$ cat config.mk
export PLATFORM = sky130hd
export DESIGN_NAME = uvprom_ctrl
export DESIGN_NICKNAME = d
export VERILOG_FILES = /design/src/rtl/uvprom_pkg.sv /design/src/rtl/uvprom_decode.sv /design/src/rtl/uvprom_array.sv /design/src/rtl/uvprom_ctrl.sv
export SDC_FILE = /design/constraint.sdc
export NUM_CORES = 2
export LEC_CHECK = 0
export CAP_MARGIN = 20
export CELL_PAD_IN_SITES_DETAIL_PLACEMENT = 0
export CELL_PAD_IN_SITES_GLOBAL_PLACEMENT = 2
export CORE_AREA = 2 2 554 556
export CTS_CLUSTER_DIAMETER = 50
export DETAILED_ROUTE_END_ITERATION = 16
export DIE_AREA = 0 0 556 558
export GPL_ROUTABILITY_DRIVEN = 0
export PLACE_DENSITY = 0.85
export SLEW_MARGIN = 25
export SYNTH_ARGS = -nofsm -noshare
export SYNTH_HDL_FRONTEND = slang
export SYNTH_HIERARCHICAL = 1
export SYNTH_SLANG_ARGS = --single-unit
$ cat constraint.sdc
create_clock -name clk -period 2.5 [get_ports clk]
set_input_delay 0.5 -clock clk [delete_from_list [all_inputs] [get_ports clk]]
set_output_delay 0.5 -clock clk [all_outputs]
set_load 0.01 [all_outputs]
$ cat src/rtl/uvprom_pkg.sv
package uvprom_pkg;

    typedef enum logic [2:0] {
        M_STANDBY  = 3'd0,
        M_READ     = 3'd1,
        M_IDENT    = 3'd2,
        M_OUTOFF   = 3'd3,
        M_PROG     = 3'd4,
        M_VERIFY   = 3'd5,
        M_INHIBIT  = 3'd6,
        M_CLASH    = 3'd7
    } mode_e;

    localparam logic [7:0] MAKER_ID  = 8'h97;
    localparam logic [7:0] PART_ID   = 8'h50;

endpackage

$ cat src/rtl/uvprom_decode.sv
module uvprom_decode
    import uvprom_pkg::*;
(
    input  logic  ce_n,
    input  logic  oe_n,
    input  logic  vpp_hi,
    input  logic  sig_hv,
    output mode_e mode
);

    always_comb begin
        mode = M_STANDBY;
        if (vpp_hi) begin
            unique case ({ce_n, oe_n})
                2'b01:   mode = M_PROG;
                2'b10:   mode = M_VERIFY;
                2'b11:   mode = M_INHIBIT;
                default: mode = M_CLASH;
            endcase
        end else begin
            unique case ({ce_n, oe_n})
                2'b00:   mode = sig_hv ? M_IDENT : M_READ;
                2'b01:   mode = M_OUTOFF;
                default: mode = M_STANDBY;
            endcase
        end
    end

endmodule

$ cat src/rtl/uvprom_array.sv
module uvprom_array #(
    parameter int ADDR_W = 19,
    parameter int DATA_W = 8,
    parameter int DEPTH  = 256
) (
    input  logic              clk,
    input  logic              rst_n,
    input  logic              erase,
    input  logic              wr_en,
    input  logic [ADDR_W-1:0] addr,
    input  logic [DATA_W-1:0] wdata,
    output logic [DATA_W-1:0] rdata
);

    localparam int IDX_W = (DEPTH > 1) ? $clog2(DEPTH) : 1;
    localparam logic [DATA_W-1:0] BLANK = {DATA_W{1'b1}};

    logic [DATA_W-1:0] mem_q [DEPTH];
    logic [DATA_W-1:0] mem_d [DEPTH];
    logic              in_range;
    logic [IDX_W-1:0]  idx;

    assign in_range = ({1'b0, addr} < (ADDR_W+1)'(DEPTH));
    assign idx      = addr[IDX_W-1:0];
    assign rdata    = in_range ? mem_q[idx] : BLANK;

    always_comb begin
        mem_d = mem_q;
        if (erase) begin
            for (int i = 0; i < DEPTH; i++) mem_d[i] = BLANK;
        end else if (wr_en && in_range) begin
            mem_d[idx] = mem_q[idx] & wdata;
        end
    end

    always_ff @(posedge clk or negedge rst_n) begin
        if (!rst_n) begin
            for (int i = 0; i < DEPTH; i++) mem_q[i] <= BLANK;
        end else begin
            mem_q <= mem_d;
        end
    end


    only_clear_chk: assert property (@(posedge clk) disable iff (!rst_n)
        !$past(erase) |-> ((mem_q[0] & ~$past(mem_q[0])) == '0));


    erase_blank_chk: assert property (@(posedge clk) disable iff (!rst_n)
        $past(erase) |-> (mem_q[DEPTH-1] == BLANK));

endmodule

$ cat src/rtl/uvprom_ctrl.sv
module uvprom_ctrl
    import uvprom_pkg::*;
#(
    parameter int ADDR_W = 19,
    parameter int DATA_W = 8,
    parameter int DEPTH  = 256,
    parameter logic [DATA_W-1:0] MAKER_CODE = DATA_W'(MAKER_ID),
    parameter logic [DATA_W-1:0] PART_CODE  = DATA_W'(PART_ID)
) (
    input  logic              clk,
    input  logic              rst_n,
    input  logic              ce_n,
    input  logic              oe_n,
    input  logic              vpp_hi,
    input  logic              sig_hv,
    input  logic              erase,
    input  logic [ADDR_W-1:0] addr,
    input  logic [DATA_W-1:0] dq_i,
    output logic [DATA_W-1:0] dq_o,
    output logic              dq_oe
);

    typedef struct packed {
        logic              ce_prev;
        logic              drive;
        logic [DATA_W-1:0] dout;
    } ctl_t;

    ctl_t              st_d, st_q;
    mode_e             mode;
    logic              wr_en;
    logic [DATA_W-1:0] rd_byte;

    uvprom_decode u_dec (
        .ce_n   (ce_n),
        .oe_n   (oe_n),
        .vpp_hi (vpp_hi),
        .sig_hv (sig_hv),
        .mode   (mode)
    );

    uvprom_array #(
        .ADDR_W (ADDR_W),
        .DATA_W (DATA_W),
        .DEPTH  (DEPTH)
    ) u_arr (
        .clk    (clk),
        .rst_n  (rst_n),
        .erase  (erase),
        .wr_en  (wr_en),
        .addr   (addr),
        .wdata  (dq_i),
        .rdata  (rd_byte)
    );

    always_comb begin
        st_d         = st_q;
        st_d.ce_prev = ce_n;
        st_d.drive   = 1'b0;
        st_d.dout    = '0;
        wr_en        = (mode == M_PROG) && st_q.ce_prev;
        case (mode)
            M_READ, M_VERIFY: begin
                st_d.drive = 1'b1;
                st_d.dout  = rd_byte;
            end
            M_IDENT: begin
                st_d.drive = 1'b1;
                st_d.dout  = addr[0] ? PART_CODE : MAKER_CODE;
            end
            default: ;
        endcase
    end

    always_ff @(posedge clk or negedge rst_n) begin
        if (!rst_n) begin
            st_q <= '{ce_prev: 1'b1, drive: 1'b0, dout: '0};
        end else begin
            st_q <= st_d;
        end
    end

    assign dq_o  = st_q.dout;
    assign dq_oe = st_q.drive;


    oe_gate_chk: assert property (@(posedge clk) disable iff (!rst_n)
        dq_oe |-> !$past(oe_n));


    standby_chk: assert property (@(posedge clk) disable iff (!rst_n)
        (dq_oe && !$past(vpp_hi)) |-> !$past(ce_n));


    clash_chk: assert property (@(posedge clk) disable iff (!rst_n)
        dq_oe |-> !($past(vpp_hi) && !$past(ce_n)));


    ident_chk: assert property (@(posedge clk) disable iff (!rst_n)
        (dq_oe && $past(sig_hv) && !$past(vpp_hi)) |->
            (dq_o == ($past(addr[0]) ? PART_CODE : MAKER_CODE)));

endmodule

## Yosys cells after proc, flatten, opt, wreduce, memory -nomap -nowiden

Index checks and enable logic that the tools add are counted.

- Register bits after elaboration: 2058
- Bits of input ports: 34
- Output and inout bits: 9
- Logic and storage cells: 292

- Order comparisons: 3
- Equal/unequal tests: 7
- Mux-type cells: 15
- Bitwise logic cells: 2
- Reduce and logical (&&, ||, !) cells: 6

Operators by type and width:

| operator | count |
|---|---|
| $mux 2048 | 2 |
| $bwmux 2048 | 1 |
| $bmux 8 s8 | 1 |
| $demux 8 s8 | 1 |
| $mux 8 | 5 |
| $lt 19x9->1 const B | 1 |
| $pmux 9 s2 | 1 |
| $ge 9x9->1 const B | 1 |
| $lt 9x1->1 const B | 1 |
| $not 8->9 | 1 |
| $and 8x8->8 | 1 |
| $eq 3x3->1 const B | 2 |
| $pmux 2 s3 | 1 |
| $pmux 3 s2 | 1 |
| $eq 2x2->1 const B | 2 |
| $eq 3x1->1 const B | 1 |
| $eq 3x2->1 const B | 1 |
| $logic_and 1x1->1 | 3 |
| $mux 3 | 1 |
| $eq 2x1->1 const B | 1 |
| $logic_not 2->1 | 1 |
| $mux 2 | 1 |
| $reduce_bool 2->1 | 1 |
| $reduce_or 2->1 | 1 |

## Depth between registers and ports, before layout

- Word-level depth: 8
- Depth in mapped cells: 15
- Mapped depth without buffers: 10

## Hierarchy

The synthesis kept the hierarchy.

By module, submodules not included:

| module | instances | cells an instance | area an instance (um2) | seq. area each (um2) |
|---|---|---|---|---|
| uvprom_array | 1 | 11127 | 108505.3 | 53811.6 |
| uvprom_ctrl | 1 | 32 | 459.2 | 251.5 |
| uvprom_decode | 1 | 11 | 90.1 | 0.0 |

## Worst setup path after synthesis

No wires, ideal clock.

- Kind: input-to-reg
- Start point: input port ce_n
- End point: register u_arr/mem_q[1006] (netlist bit)
- Setup time: 0.086 ns
- Data arrival time: 3.291 ns
- Data required time: 2.414 ns
- Slack: -0.876 ns
- Stages on the path: 12
- Path buffers: 2
- Path through: inv_1 -> ha_1 -> mux2_1 -> o32a_1 -> and4bb_2 -> nand4_1 -> clkbuf_1 -> nor4_1 -> buf_2 -> nand2_1 -> a21oi_1 -> o21ai_0

- Longest elaborated chain between the ends: 7
- Elaborated cells on any way between the ends: 11
- Classes of those cells: eq/ne: 4; mux: 3; reduce/logical: 4

Ends and longest elaborated chain:

| what | line | text |
|---|---|---|
| start, declared | uvprom_ctrl.sv:12 | `input logic ce_n,` |
| $eq 2x2->1 (tied with other cells) | uvprom_decode.sv:14 | `unique case ({ce_n, oe_n})` |
| $pmux 2 s3 / $pmux 3 s2 (equally long branches) | uvprom_decode.sv:14, uvprom_decode.sv:21 |  |
| $mux 3 * | uvprom_decode.sv:13 | `if (vpp_hi) begin` |
| net mode[0] | uvprom_ctrl.sv:30 | `mode_e mode;` |
| $eq 3x3->1 * | uvprom_ctrl.sv:61 | `wr_en = (mode == M_PROG) && st_q.ce_prev;` |
| $logic_and 1x1->1 * | uvprom_ctrl.sv:61 |  |
| net wr_en | uvprom_ctrl.sv:31 | `logic wr_en;` |
| $logic_and 1x1->1 * | uvprom_array.sv:31 | `end else if (wr_en && in_range) begin` |
| $reduce_bool 2->1 (no source line) * | -- |  |
| end signal, assigned | uvprom_array.sv:40 | `mem_q <= mem_d;` |
| end, declared | uvprom_array.sv:18 | `logic [DATA_W-1:0] mem_q [DEPTH];` |

The timed path passes the listed nets; every way through them passes the cells marked *.
A chain may end at the register's enable or synchronous reset.

## Worst setup path after layout

- Start point: register u_arr/mem_q[1585] (netlist bit)
- End point: register u_arr/mem_q[1553] (netlist bit)

- Longest elaborated chain between the ends: 7

Ends and longest elaborated chain:

| what | line | text |
|---|---|---|
| $bmux 8 s8 | uvprom_array.sv:32 | `mem_d[idx] = mem_q[idx] & wdata;` |
| $mux 8 (not written as such) (2 in a row) | uvprom_array.sv:32 |  |
| $and 8x8->8 | uvprom_array.sv:32 |  |
| $bwmux 2048 | uvprom_array.sv:32 |  |
| $mux 2048 | uvprom_array.sv:31 |  |
| $mux 2048 | uvprom_array.sv:29 | `if (erase) begin` |

Every way passes these cells. The select of a mux whose other input is x is not followed.

==> impl_metrics.json <==
{
  "status": "finished, violations left",
  "violations": "negative setup slack",
  "hold_end": "u_arr/mem_q[1169]$_DFFE_PN1P_",
  "period_minus_slack_ns": 2.98,
  "crit_family": "compound AO/OA/AOI/OAI gates",
  "yosys_warnings": 6,
  "slew_headroom": 0.269,
  "synthMuxAreaShare": 0.106,
  "skew_ns": 0.0559,
  "grt_pass1_vias": 95067,
  "n_fill_cell": 27483,
  "nets": 12066,
  "yosys.area.top_type": "dfstp_2",
  "clockRootBuffer": "clkbuf_16",
  "yosysSeqAreaShare": 0.496,
  "synthTopCellsByCount": "2345 x nand2_1, 2072 x a21oi_1, 2049 x dfstp_2, 969 x o21ai_1, 700 x o21ai_2",
  "syn_nets": 11207,
  "reg2reg_from": "u_arr/mem_q[1585]$_DFFE_PN1P_",
  "hold_class": "primary input to register",
  "crit_buf_inv": 3,
  "via_per_inst": 5.98,
  "end_kind": "register",
  "cp-start-kind": "register",
  "synthAdderAreaFrac": 0.000344,
  "hp-start": "dq_i[1]",
  "synth_ff_type": "dfstp_2",
  "pin_count": 43,
  "start_util": 0.358,
  "yosysUniqueCellTypes": 64,
  "regToRegEndpoint": "u_arr/mem_q[1553]$_DFFE_PN1P_",
  "path_cells": "mux4_2, mux2i_4, o2111ai_4, a2111o_2, a311oi_4, buf_6, buf_12, clkbuf_16, o21ai_2",
  "yosys.area.top_type_share": 0.494,
  "clock_latency_ns": 0.89,
  "die_area_sq_mm": 0.310,
  "max-cap-violations": 0,
  "powerDensity_mw_per_mm2": 609,
  "fin_crit_sh": 1.19,
  "holdWs_ns": 0.0810,
  "track_usage": 0.281,
  "avgRoutedWirePerCell_microns": 28.1,
  "worstPathArrival_ns": 3.76,
  "ant_nets": 0,
  "rsz0062_at_grt": "true",
  "irDropWorstVdd_mv": 0.600,
  "synthXorXnorAreaFrac": 0,
  "netlist_instances": 11170,
  "rows": 203,
  "min_path_cells": 3,
  "cts_buffers": 286,
  "power_mw": 86.7,
  "routed_wirelength_mm": 456,
  "io_buffers": 42,
  "synth-edff-count": 0,
  "r2r_cells": 9,
  "power.leakage_nw": 47.5,
  "ys_ff_latch": 2058,
  "async_flop_share": 1.00,
  "die_w_microns": 556,
  "finalHoldViolations": 0,
  "cts_sinks": 2058,
  "synth_top_family_by_area": "compound AO/OA/AOI/OAI gates",
  "setup_ws_ns": -0.478,
  "overflow": 0,
  "synth_simple_gate_area_frac": 0.107,
  "area_growth_pct": 30.5,
  "synth_compound_area_frac": 0.237,
  "slowest_stage": "a2111o_2",
  "worstSetupPathType": "register to register",
  "grt_first_pass_wirelength_mm": 656,
  "clockBufferDepth": 4,
  "worst_pin_slew_ns": 1.10,
  "synthTopCellsByArea": "dfstp_2 49%, a21oi_1 9.5%, nand2_1 8.1%",
  "die_h_microns": 558,
  "slowest_delay_ns": 0.60,
  "grt_max_degree": 128,
  "drc": 0,
  "fmax_ghz": 0.336,
  "synth_area_sq_mm": 0.109,
  "antenna_found_initial": 12,
  "vias": 97213,
  "syn_avg_cell_area_sq_um": 9.76,
  "synth_most_common_cell": "nand2_1",
  "dr.pass1.iters": 6,
  "first_iter_violations": 11799,
  "clk_pin_slew_ns": 0.06,
  "core_sq_mm": 0.305,
  "htree_levels": 5,
  "drive_above_1_share": 0.480,
  "cts_tree": "yes",
  "setup_viol": 2053,
  "slew_violations": 0,
  "worst-endpoint-required_ns": 3.28,
  "hpwl_mm": 285,
  "cp_max_fo": 14,
  "rrSetupSlack_ns": -0.48
}
cell usage in the layout (no fill, tap or decap), drive strengths merged, types with 12 or more instances in the layout:
cell | synthesis | routed
a21oi | 2072 | 2072
a22o | 26 | 26
a22oi | 100 | 100
a31oi | 31 | 31
and3 | 33 | 33
buf | 366 | 1479
bufinv | 0 | 28
clkbuf | 620 | 412
clkdlybuf4s50 | 0 | 21
clkinv | 0 | 62
clkinvlp | 0 | 16
dfstp | 2049 | 2049
inv | 5 | 34
mux2i | 404 | 404
mux4 | 335 | 335
nand2 | 2345 | 2345
nand3 | 139 | 139
nand4b | 12 | 12
nor2 | 281 | 281
nor3 | 15 | 15
nor4 | 33 | 33
o2111ai | 23 | 23
o21ai | 2078 | 2078
o22ai | 81 | 81
kinds of logic (layout without fill, tap and decap cells):
| group | count (synthesis) | after routing |
|---|---|---|
| AOI/OAI and AO/OA | 4457 | 4457 |
| adders and majority gates | 3 | 3 |
| buffers and inverters | 991 | 2067 |
| DFF | 2058 | 2058 |
| muxes | 740 | 740 |
| other | 0 | 7 |
| and+or+nand+nor | 2921 | 2921 |
registers in the layout, summed over array words and instances (netlist names):
| register | flops |
|---|---|
| u_arr/mem_q | 2048 |
| dq_o | 8 |
| dq_oe | 1 |
| st_q | 1 |
metal layers:
metal  vias up  track usage  routed length, microns
met5         -            0                      34
met4         6        0.132                   24300
met3      1105       0.0666                   47100
met2      5353        0.426                  203000
met1     49111        0.377                  182000
li1      41638            -                       -
how the worst max path moves through the flow:
stage | slack [ns] | startpoint | endpoint | depth (start not counted)
after floorplan | -0.57 | addr[3] | dq_o[6]$_DFF_PN0_ | 13
after global placement | -1.71 | ce_n | u_arr/mem_q[902]$_DFFE_PN1P_ | 15
after detailed placement | -1.65 | ce_n | u_arr/mem_q[900]$_DFFE_PN1P_ | 15
after CTS | -0.46 | u_arr/mem_q[1588]$_DFFE_PN1P_ | dq_o[4]$_DFF_PN0_ | 9
after global routing | -0.52 | u_arr/mem_q[466]$_DFFE_PN1P_ | dq_o[2]$_DFF_PN0_ | 12
final | -0.48 | u_arr/mem_q[1585]$_DFFE_PN1P_ | u_arr/mem_q[1553]$_DFFE_PN1P_ | 9
cell type report:
| type | count | area (sq um) | share of cell area |
|---|---|---|---|
| Timing Repair Buffer | 1557 | 20400 | 0.143 |
| Multi-Input combinational cell | 8121 | 53200 | 0.374 |
| Tap cell | 3997 | 5000 | 0.0351 |
| Clock buffer | 370 | 7870 | 0.0553 |
| Clock inverter | 135 | 1750 | 0.0123 |
| Sequential cell | 2058 | 54100 | 0.380 |
| Inverter | 5 | 33.8 | 0.000237 |
| Antenna cell | 7 | 17.5 | 0.000123 |
worst register-to-register path: cells and delay by family (launching register included):
family / cells / cell delay, ns
mux: 2 / 0.77
flops: 1 / 0.37
buf+inv: 3 / 0.61
compound gates: 4 / 1.13
where the power goes:
group | internal (mW) | switching, mW
clock | 25.4 | 16.5
combinational | 4.13 | 7.23
sequential | 33.5 | 0.00526
total | 63.0 | 23.7
what timing repair did:
action | CTS | global route
cloned | 68 | 47
setup endpoints to repair | 2056 | 2056
gates resized for setup | 402 | 490
hold endpoints to repair | 110 | 0
pin swaps | 150 | 342
setup buffers | 115 | 52
hold buffers | 8 | 0
stage by stage:
step,setup WS [ns],setup TNS [ns],util,instances,instance area (sq um)
2_1_floorplan,-0.570,-832.39,-,11170,111000
3_3_place_gp,-1.71,-2825.50,0.410,15485,125000
3_5_place_dp,-1.65,-2783.38,0.410,15485,125000
4_1_cts,-0.463,-557.13,0.457,16171,139000
5_1_grt,-0.519,-687.29,0.467,16244,142000
6_report,-0.478,-620.18,0.467,16250,142000
No activity file was read; power rests on OpenSTA's default activity.
